<file path="src/rtl/i2c_snap_pkg.sv">
// Shared types for the serial register port.
// Assumes: nothing beyond IEEE 1800-2017 packages.
package i2c_snap_pkg;

    // Bit-level phase of the slave.
    typedef enum logic [2:0] {
        ST_IDLE,
        ST_RX,
        ST_RX_ACK,
        ST_TX,
        ST_TX_ACK
    } eng_state_t;

    // Meaning of the byte currently being received.
    typedef enum logic [1:0] {
        ROLE_ADDR,
        ROLE_PTR,
        ROLE_DATA
    } byte_role_t;

endpackage

</file>
<file path="src/rtl/i2c_line_sync.sv">
// Synchronises SCL and SDA into the system clock and flags bus events.
// Assumes: system clock at least ~10x SCL; STAGES >= 2; idle bus is high.
module i2c_line_sync #(
    parameter int STAGES = 2
) (
    input  logic clk,
    input  logic rst_n,
    input  logic scl_i,
    input  logic sda_i,
    output logic sda_o,
    output logic scl_rise_o,
    output logic scl_fall_o,
    output logic start_o,
    output logic stop_o
);

    logic [STAGES-1:0] scl_p, sda_p;
    logic              scl_d, sda_d;
    logic              scl_s;

    // Synchroniser chains plus one history stage for edge detection.
    always_ff @(posedge clk) begin
        if (!rst_n) begin
            scl_p <= '1;
            sda_p <= '1;
            scl_d <= 1'b1;
            sda_d <= 1'b1;
        end else begin
            scl_p <= {scl_p[STAGES-2:0], scl_i};
            sda_p <= {sda_p[STAGES-2:0], sda_i};
            scl_d <= scl_p[STAGES-1];
            sda_d <= sda_p[STAGES-1];
        end
    end

    assign scl_s      = scl_p[STAGES-1];
    assign sda_o      = sda_p[STAGES-1];
    assign scl_rise_o = scl_s & ~scl_d;
    assign scl_fall_o = ~scl_s & scl_d;
    assign start_o    = scl_s & scl_d & sda_d & ~sda_o;
    assign stop_o     = scl_s & scl_d & ~sda_d & sda_o;

endmodule

</file>
<file path="src/rtl/i2c_byte_engine.sv">
// Bit and byte sequencing of the slave: address match, ACK/NACK,
// transmit shifting and the commit pulses for the register space.
// Assumes: events come from i2c_line_sync; rd_byte_i is valid one cycle
// after any pointer change.
module i2c_byte_engine
    import i2c_snap_pkg::*;
#(
    parameter logic [6:0] DEV_ADDR = 7'h68
) (
    input  logic       clk,
    input  logic       rst_n,
    input  logic       scl_rise_i,
    input  logic       scl_fall_i,
    input  logic       start_i,
    input  logic       stop_i,
    input  logic       sda_i,
    input  logic       blocked_i,
    input  logic [7:0] rd_byte_i,
    output logic       sda_oe_o,
    output logic       ptr_load_o,
    output logic       data_wr_o,
    output logic       rd_adv_o,
    output logic [7:0] rx_byte_o
);

    eng_state_t state;
    byte_role_t role;
    logic [2:0] cnt;
    logic       full;
    logic       is_read;
    logic       mack;
    logic [7:0] shreg;
    logic [7:0] tx;

    assign rx_byte_o = shreg;

    // Main sequencer: bus events drive state, SDA enable and commit pulses.
    always_ff @(posedge clk) begin
        if (!rst_n) begin
            state      <= ST_IDLE;
            role       <= ROLE_ADDR;
            cnt        <= '0;
            full       <= 1'b0;
            is_read    <= 1'b0;
            mack       <= 1'b0;
            shreg      <= '0;
            tx         <= '0;
            sda_oe_o   <= 1'b0;
            ptr_load_o <= 1'b0;
            data_wr_o  <= 1'b0;
            rd_adv_o   <= 1'b0;
        end else begin
            ptr_load_o <= 1'b0;
            data_wr_o  <= 1'b0;
            rd_adv_o   <= 1'b0;
            if (start_i) begin
                state    <= ST_RX;
                role     <= ROLE_ADDR;
                cnt      <= '0;
                full     <= 1'b0;
                sda_oe_o <= 1'b0;
            end else if (stop_i) begin
                state    <= ST_IDLE;
                sda_oe_o <= 1'b0;
            end else begin
                case (state)
                    ST_RX: begin
                        if (scl_rise_i) begin
                            shreg <= {shreg[6:0], sda_i};
                            cnt   <= cnt + 3'd1;
                            if (cnt == 3'd7) full <= 1'b1;
                        end else if (scl_fall_i && full) begin
                            full <= 1'b0;
                            if (blocked_i) begin
                                state <= ST_IDLE;
                            end else if (role != ROLE_ADDR) begin
                                sda_oe_o <= 1'b1;
                                state    <= ST_RX_ACK;
                            end else if (shreg[7:1] == DEV_ADDR) begin
                                sda_oe_o <= 1'b1;
                                is_read  <= shreg[0];
                                state    <= ST_RX_ACK;
                            end else begin
                                state <= ST_IDLE;
                            end
                        end
                    end
                    ST_RX_ACK: begin
                        if (scl_rise_i) begin
                            ptr_load_o <= (role == ROLE_PTR);
                            data_wr_o  <= (role == ROLE_DATA);
                        end else if (scl_fall_i) begin
                            cnt <= '0;
                            if (role == ROLE_ADDR && is_read) begin
                                tx       <= rd_byte_i;
                                sda_oe_o <= ~rd_byte_i[7];
                                state    <= ST_TX;
                            end else begin
                                sda_oe_o <= 1'b0;
                                role     <= (role == ROLE_ADDR) ? ROLE_PTR : ROLE_DATA;
                                state    <= ST_RX;
                            end
                        end
                    end
                    ST_TX: begin
                        if (scl_fall_i) begin
                            if (cnt == 3'd7) begin
                                sda_oe_o <= 1'b0;
                                state    <= ST_TX_ACK;
                            end else begin
                                tx       <= {tx[6:0], 1'b0};
                                sda_oe_o <= ~tx[6];
                                cnt      <= cnt + 3'd1;
                            end
                        end
                    end
                    ST_TX_ACK: begin
                        if (scl_rise_i) begin
                            rd_adv_o <= 1'b1;
                            mack     <= ~sda_i;
                        end else if (scl_fall_i) begin
                            cnt <= '0;
                            if (mack) begin
                                tx       <= rd_byte_i;
                                sda_oe_o <= ~rd_byte_i[7];
                                state    <= ST_TX;
                            end else begin
                                sda_oe_o <= 1'b0;
                                state    <= ST_IDLE;
                            end
                        end
                    end
                    default: begin
                        sda_oe_o <= 1'b0;
                    end
                endcase
            end
        end
    end

    // the SDA enable moves only after an SCL fall or a start/stop event.
    p_oe_scl_low_r8: assert property (@(posedge clk) disable iff (!rst_n)
        !$stable(sda_oe_o) |-> $past(scl_fall_i || start_i || stop_i));

    // commits are issued on the rising edge of the acknowledge clock.
    p_commit_on_ack_r6: assert property (@(posedge clk) disable iff (!rst_n)
        (ptr_load_o || data_wr_o) |-> $past(scl_rise_i));

    // with the inhibit high a completed byte is never acknowledged.
    p_block_nack_r11: assert property (@(posedge clk) disable iff (!rst_n)
        (blocked_i && state == ST_RX && full && scl_fall_i && !start_i && !stop_i)
        |=> !sda_oe_o);

    // a master NACK leaves the slave idle with SDA released.
    p_nack_release_r10: assert property (@(posedge clk) disable iff (!rst_n)
        (state == ST_TX_ACK && scl_fall_i && !mack && !start_i && !stop_i)
        |=> (!sda_oe_o && state == ST_IDLE));

    // at most one register-space command per cycle.
    p_one_cmd_r4: assert property (@(posedge clk) disable iff (!rst_n)
        $onehot0({ptr_load_o, data_wr_o, rd_adv_o}));

endmodule

</file>
<file path="src/rtl/i2c_reg_space.sv">
// Register pointer, time shadow copy, internal storage and write strobes.
// Assumes: REG_BYTES and TIME_BYTES are powers of two, TIME_BYTES < REG_BYTES.
module i2c_reg_space #(
    parameter int REG_BYTES  = 64,
    parameter int TIME_BYTES = 8
) (
    input  logic                          clk,
    input  logic                          rst_n,
    input  logic                          snap_req_i,
    input  logic                          ptr_load_i,
    input  logic                          data_wr_i,
    input  logic                          rd_adv_i,
    input  logic [7:0]                    rx_byte_i,
    input  logic [TIME_BYTES*8-1:0]       live_time_i,
    output logic [7:0]                    rd_byte_o,
    output logic                          wr_stb_o,
    output logic [$clog2(TIME_BYTES)-1:0] wr_addr_o,
    output logic [7:0]                    wr_data_o
);

    localparam int             PW     = $clog2(REG_BYTES);
    localparam int             TAW    = $clog2(TIME_BYTES);
    localparam logic [PW-1:0]  LAST_P = PW'(REG_BYTES - 1);
    localparam logic [PW-1:0]  TB_P   = PW'(TIME_BYTES);

    logic [PW-1:0]           ptr_q;
    logic [TIME_BYTES*8-1:0] shadow_q;
    logic [7:0]              ram [TIME_BYTES:REG_BYTES-1];
    logic                    adv, wrap, in_time;

    assign adv     = data_wr_i | rd_adv_i;
    assign wrap    = adv && (ptr_q == LAST_P);
    assign in_time = (ptr_q < TB_P);

    // Pointer: loaded by the first write byte, stepped after each data byte.
    always_ff @(posedge clk) begin
        if (!rst_n)          ptr_q <= '0;
        else if (ptr_load_i) ptr_q <= rx_byte_i[PW-1:0];
        else if (adv)        ptr_q <= wrap ? '0 : ptr_q + 1'b1;
    end

    // Shadow copy of the live time bytes for coherent reads.
    always_ff @(posedge clk) begin
        if (!rst_n)                  shadow_q <= '0;
        else if (snap_req_i || wrap) shadow_q <= live_time_i;
    end

    // Internal storage for the locations above the time bytes.
    always_ff @(posedge clk) begin
        if (!rst_n) begin
            for (int i = TIME_BYTES; i < REG_BYTES; i++) ram[i] <= '0;
        end else if (data_wr_i && !in_time) begin
            ram[ptr_q] <= rx_byte_i;
        end
    end

    // Write strobe toward the clock core for time-byte commits.
    always_ff @(posedge clk) begin
        if (!rst_n) begin
            wr_stb_o  <= 1'b0;
            wr_addr_o <= '0;
            wr_data_o <= '0;
        end else begin
            wr_stb_o <= data_wr_i && in_time;
            if (data_wr_i && in_time) begin
                wr_addr_o <= ptr_q[TAW-1:0];
                wr_data_o <= rx_byte_i;
            end
        end
    end

    // Read multiplexer: shadow for time bytes, storage otherwise.
    always_comb begin
        if (in_time) rd_byte_o = shadow_q[{ptr_q[TAW-1:0], 3'b000} +: 8];
        else         rd_byte_o = ram[ptr_q];
    end

    // stepping past the last location returns the pointer to zero.
    p_ptr_wrap_r9: assert property (@(posedge clk) disable iff (!rst_n)
        (adv && !ptr_load_i && ptr_q == LAST_P) |=> (ptr_q == '0));

    // after a start/stop or a rollover the shadow holds the live bytes.
    p_snap_capture_r7: assert property (@(posedge clk) disable iff (!rst_n)
        (snap_req_i || wrap) |=> (shadow_q == $past(live_time_i)));

    // a plain step moves the pointer by exactly one.
    p_ptr_step_r4: assert property (@(posedge clk) disable iff (!rst_n)
        (adv && !ptr_load_i && ptr_q != LAST_P) |=> (ptr_q == $past(ptr_q) + 1'b1));

endmodule

</file>
<file path="src/rtl/i2c_snapreg_slave.sv">
// Top level: two-wire slave giving access to a 64-byte register space with
// a snapshot of the clock core's time bytes.
// Assumes: pf_inhibit_i and live_time_i are synchronous to clk; SDA is an
// open-drain line pulled low while sda_oe_o is high.
module i2c_snapreg_slave #(
    parameter logic [6:0] DEV_ADDR    = 7'h68,
    parameter int         REG_BYTES   = 64,
    parameter int         TIME_BYTES  = 8,
    parameter int         SYNC_STAGES = 2
) (
    input  logic                          clk,
    input  logic                          rst_n,
    input  logic                          scl_i,
    input  logic                          sda_i,
    output logic                          sda_oe_o,
    input  logic                          pf_inhibit_i,
    input  logic [TIME_BYTES*8-1:0]       live_time_i,
    output logic                          wr_stb_o,
    output logic [$clog2(TIME_BYTES)-1:0] wr_addr_o,
    output logic [7:0]                    wr_data_o
);

    logic       sda_s, scl_rise, scl_fall, start_ev, stop_ev;
    logic       ptr_load, data_wr, rd_adv;
    logic [7:0] rx_byte, rd_byte;

    i2c_line_sync #(.STAGES(SYNC_STAGES)) u_sync (
        .clk        (clk),
        .rst_n      (rst_n),
        .scl_i      (scl_i),
        .sda_i      (sda_i),
        .sda_o      (sda_s),
        .scl_rise_o (scl_rise),
        .scl_fall_o (scl_fall),
        .start_o    (start_ev),
        .stop_o     (stop_ev)
    );

    i2c_byte_engine #(.DEV_ADDR(DEV_ADDR)) u_eng (
        .clk        (clk),
        .rst_n      (rst_n),
        .scl_rise_i (scl_rise),
        .scl_fall_i (scl_fall),
        .start_i    (start_ev),
        .stop_i     (stop_ev),
        .sda_i      (sda_s),
        .blocked_i  (pf_inhibit_i),
        .rd_byte_i  (rd_byte),
        .sda_oe_o   (sda_oe_o),
        .ptr_load_o (ptr_load),
        .data_wr_o  (data_wr),
        .rd_adv_o   (rd_adv),
        .rx_byte_o  (rx_byte)
    );

    i2c_reg_space #(.REG_BYTES(REG_BYTES), .TIME_BYTES(TIME_BYTES)) u_regs (
        .clk         (clk),
        .rst_n       (rst_n),
        .snap_req_i  (start_ev | stop_ev),
        .ptr_load_i  (ptr_load),
        .data_wr_i   (data_wr),
        .rd_adv_i    (rd_adv),
        .rx_byte_i   (rx_byte),
        .live_time_i (live_time_i),
        .rd_byte_o   (rd_byte),
        .wr_stb_o    (wr_stb_o),
        .wr_addr_o   (wr_addr_o),
        .wr_data_o   (wr_data_o)
    );

endmodule

</file>
<file path="config.mk">
export PLATFORM = sky130hd
export DESIGN_NAME = i2c_snapreg_slave
export DESIGN_NICKNAME = d
export VERILOG_FILES = /design/src/rtl/i2c_snap_pkg.sv /design/src/rtl/i2c_line_sync.sv /design/src/rtl/i2c_byte_engine.sv /design/src/rtl/i2c_reg_space.sv /design/src/rtl/i2c_snapreg_slave.sv
export SDC_FILE = /design/constraint.sdc
export NUM_CORES = 1
export LEC_CHECK = 0
export BUFFER_PORTS_ARGS = -buffer_cell sky130_fd_sc_hd__buf_4
export CAP_MARGIN = 10
export CORE_ASPECT_RATIO = 0.5
export CORE_MARGIN = 5
export CORE_UTILIZATION = 54
export DETAILED_ROUTE_END_ITERATION = 8
export PLACE_DENSITY_LB_ADDON = 0.15
export SYNTH_ARGS = -nofsm -noshare
export SYNTH_HDL_FRONTEND = slang
export SYNTH_SLANG_ARGS = --single-unit
</file>
<file path="constraint.sdc">
create_clock -name clk -period 5.55 [get_ports clk]
set_clock_uncertainty 0.2 [all_clocks]
set_input_delay 0.555 -clock clk [delete_from_list [all_inputs] [get_ports clk]]
set_output_delay 0.555 -clock clk [all_outputs]
set_load 0.05 [all_outputs]
</file>
==> summary.txt <==
Timing
  • Final Hold Viols: 0
  • Final setup viols: 0
  • Worst slew pin tran: 1207 ps
  • FMAX: 225.6 MHz
  • Tmin final: 4433 ps
  • Pins Over Slew Limit: 0
  • RSZ-0062 raised after global routing: false
  • Setup tns final: 0 ps
  • Post-route clock period utilization: 79.87%
  • Worst slew margin: 18.70%
  • Hold Worst Slack: 22.48 ps
  • Min setup slack post-route: 1117 ps

Critical path
  • Crit-path leading delay family: simple AND/OR/NAND/NOR gates
  • Crit path largest cell delay: 1090 ps
  • CP max FO: 25
  • Worst setup EP type: flop
  • Crit-path cells: inv_1 > nor4_1 > nand2b_1 > o21ai_0
  • CP required: 5550 ps
  • Crit path max-delay cell type: o21ai_0
  • Crit path depth: 4
  • Crit path arrival time: 4440 ps
  • Worst Setup Path Type: flop to flop
  • WP buf/inv: 1
  • CP Launch Type: flop
  • FF-to-FF path depth: 4

GRT
  • First-pass GRT wire length: 109600 µm
  • Total congestion overflow: 0
  • Initial antenna violation count: 3
  • Gr usage total: 24.84%
  • Vias in the first global route: 17580
  • Largest net degree at the start of global routing: 70

Pwr
  • Pwr dens: 293.4 nW/µm²
  • Pleak: 0.01076 µW
  • Pwr Total: 9453 µW
  • Maximum vdd ir drop: 0.0002238 V

Floorplan
  • Die extent in y: 173.5 µm
  • Core Area: 52410 µm²
  • Die area: 58460 µm²
  • Die X-Extent: 337.0 µm
  • Num ports: 82
  • Starting Density: 55.07%
  • Row count: 59

Status
  • Status: finished clean

Drt
  • Final ANT Viol Nets: 0
  • Routed WL: 73170 µm
  • Drt via density: 5.963
  • Iteration-0 DRC Markers: 1945
  • Via Count: 18060
  • Drt first pass iters: 5
  • Drc violations: 0
  • WL/cell: 24.16 µm

Yosys
  • Syn Area/Cell: 13.30 µm²
  • Distinct cell type count after synthesis: 75
  • Ys flop type: edfxtp_1
  • Synthesized area: 28860 µm²
  • Synth Instances: 2171
  • Ys async rst share: 0%
  • Register bit total from synthesis: 636
  • Sequential share of the synthesized area: 61.87%
  • Syn. warnings: 0
  • Number of enable flip-flop cells after synthesis: 512

Cells and area
  • Synthesis-to-finish area growth: 11.63%
  • Final Util: 61.47%
  • Fin nets: 2362
  • # diodes: 0
  • Share of cells above drive strength 1: 16.32%

CTS
  • Cts bufs inserted: 55
  • Clk sinks: 636
  • Clk root buf: clkbuf_16
  • Clock tree buffer depth: 3
  • Worst-path clk slew: 60 ps
  • TritonCTS clock tree: yes
  • Resize count post-CTS: 0
  • Worst-Skew Late Latency: 600 ps
  • H-tree levels: 2

Placement
  • Dpl ws: 1288 ps
  • GPL Wtd Cong: 0.8730
  • DP HPWL: 45210 µm
  • Port-buffer cells: 81

Flow run
  • Max_cap viols: 0

Min path
  • Worst hold path type: input port to flop
  • Worst hold path depth: 3
[cells in the mapped netlist (all sizes together) (5+ instances only)]
cell / number / share of area [%]
nor3: 18 / 0.31
inv: 5 / 0.065
nor3b: 8 / 0.23
mux2i: 63 / 2.2
nand3b: 7 / 0.20
nor2: 98 / 1.3
dfxtp: 124 / 8.6
edfxtp: 512 / 53
nor2b: 13 / 0.29
nand2b: 13 / 0.31
clkbuf: 121 / 1.8
a22oi: 11 / 0.29
nand4: 6 / 0.13
and2: 452 / 9.8
mux2: 7 / 0.27
nand3: 31 / 0.54
a21oi: 112 / 1.9
a221oi: 10 / 0.33
nand2: 209 / 2.7
a211oi: 9 / 0.27
mux4: 134 / 10
buf: 49 / 1.0
o21ai: 73 / 1.3
a31oi: 8 / 0.17
o22ai: 7 / 0.15
[tightest hold or removal path, stage by stage]
cell     delay (ps)
buf_4           110
nand2_1          50
a21oi_1          50
[registers in the layout (all words and copies together) (netlist names), 2 cells and up, named ones only]
name	count
u_eng.cnt	3
u_eng.role	2
u_eng.rx_byte_o	8
u_eng.state	3
u_eng.tx	7
u_regs.ptr_q	6
u_regs.ram	512
u_regs.shadow_q	64
u_regs.wr_addr_o	3
u_regs.wr_data_o	8
u_sync.scl_p	2
u_sync.sda_p	2
[per-stage QoR]
step / instance area [µm²] / instances
after floorplan: 29100 / 2234
after global placement: 30180 / 2891
after detailed placement: 30180 / 2891
after CTS: 32180 / 3022
after global routing: 32220 / 3029
final: 32220 / 3029
[timing repair]
item | 4_1_cts | 5_1_grt
hold endpoints to repair | 36 | 0
buffers inserted | 0 | 0
hold buffers | 36 | 0
[placed cells by master (no fill, tap or decap), drive strengths merged, types with 6 or more instances in the layout]
| cell type | n |
|---|---|
| nor3 | 18 |
| conb | 64 |
| a22oi | 11 |
| inv | 6 |
| nor2 | 98 |
| clkinv | 16 |
| a221oi | 10 |
| nand2 | 209 |
| clkbuf | 78 |
| nand2b | 13 |
| mux4 | 134 |
| and2 | 452 |
| o22ai | 7 |
| a21oi | 112 |
| o21ai | 73 |
| a211oi | 9 |
| nand4 | 6 |
| nand3b | 7 |
| nor2b | 13 |
| nand3 | 31 |
| mux2 | 7 |
| nor3b | 8 |
| mux2i | 63 |
| dlygate4sd3 | 36 |
| edfxtp | 512 |
| a31oi | 8 |
| dfxtp | 124 |
| buf | 132 |
[cell type report]
class	count	area, µm²
flip-flops and latches	636	17890
fillers	3980	20190
clock buffers	77	1543
inverters	6	22.52
multi-input cells	1422	10410
well taps	701	877.1
repair buffers	169	1366
clock inverters	18	103.9
[power breakdown]
part | switching, µW | total [µW] | internal (µW)
Clock | 1700 | 3670 | 1970
Sequential | 83.3 | 5420 | 5340
Combinational | 205 | 365 | 160
[layer usage]
layer  routed length, µm  global-route usage, %
met1               31670                  37.17
met2               32800                  37.91
met3                7316                  5.664
met4                1373                  4.976
met5                  13                      0
[kinds of logic (layout without fill, tap and decap cells)]
logic type,count (synthesis),count (layout),share of synthesized area [%]
buf+inv,176,270,2.900
fa+ha+maj,3,3,0.1301
mux,204,204,12.91
other cells,1,64,0.01299
compound gates,260,260,5.388
simple gates,887,887,16.67
flops,636,636,61.87
xor+xnor,4,4,0.1214
[path summary, 6_finish.rpt]
check	from	to	slack [ps]
worst max-delay path	u_regs.ptr_q[2]	u_regs.ram[36][1]	1120
worst min-delay path	live_time_i[24]	u_regs.shadow_q[24]	20
worst max register to register	u_regs.ptr_q[2]	u_regs.ram[36][1]	1120
worst min register to register	u_sync.scl_p[0]	u_sync.scl_p[1]	210
(Power assumes the default switching activity.)
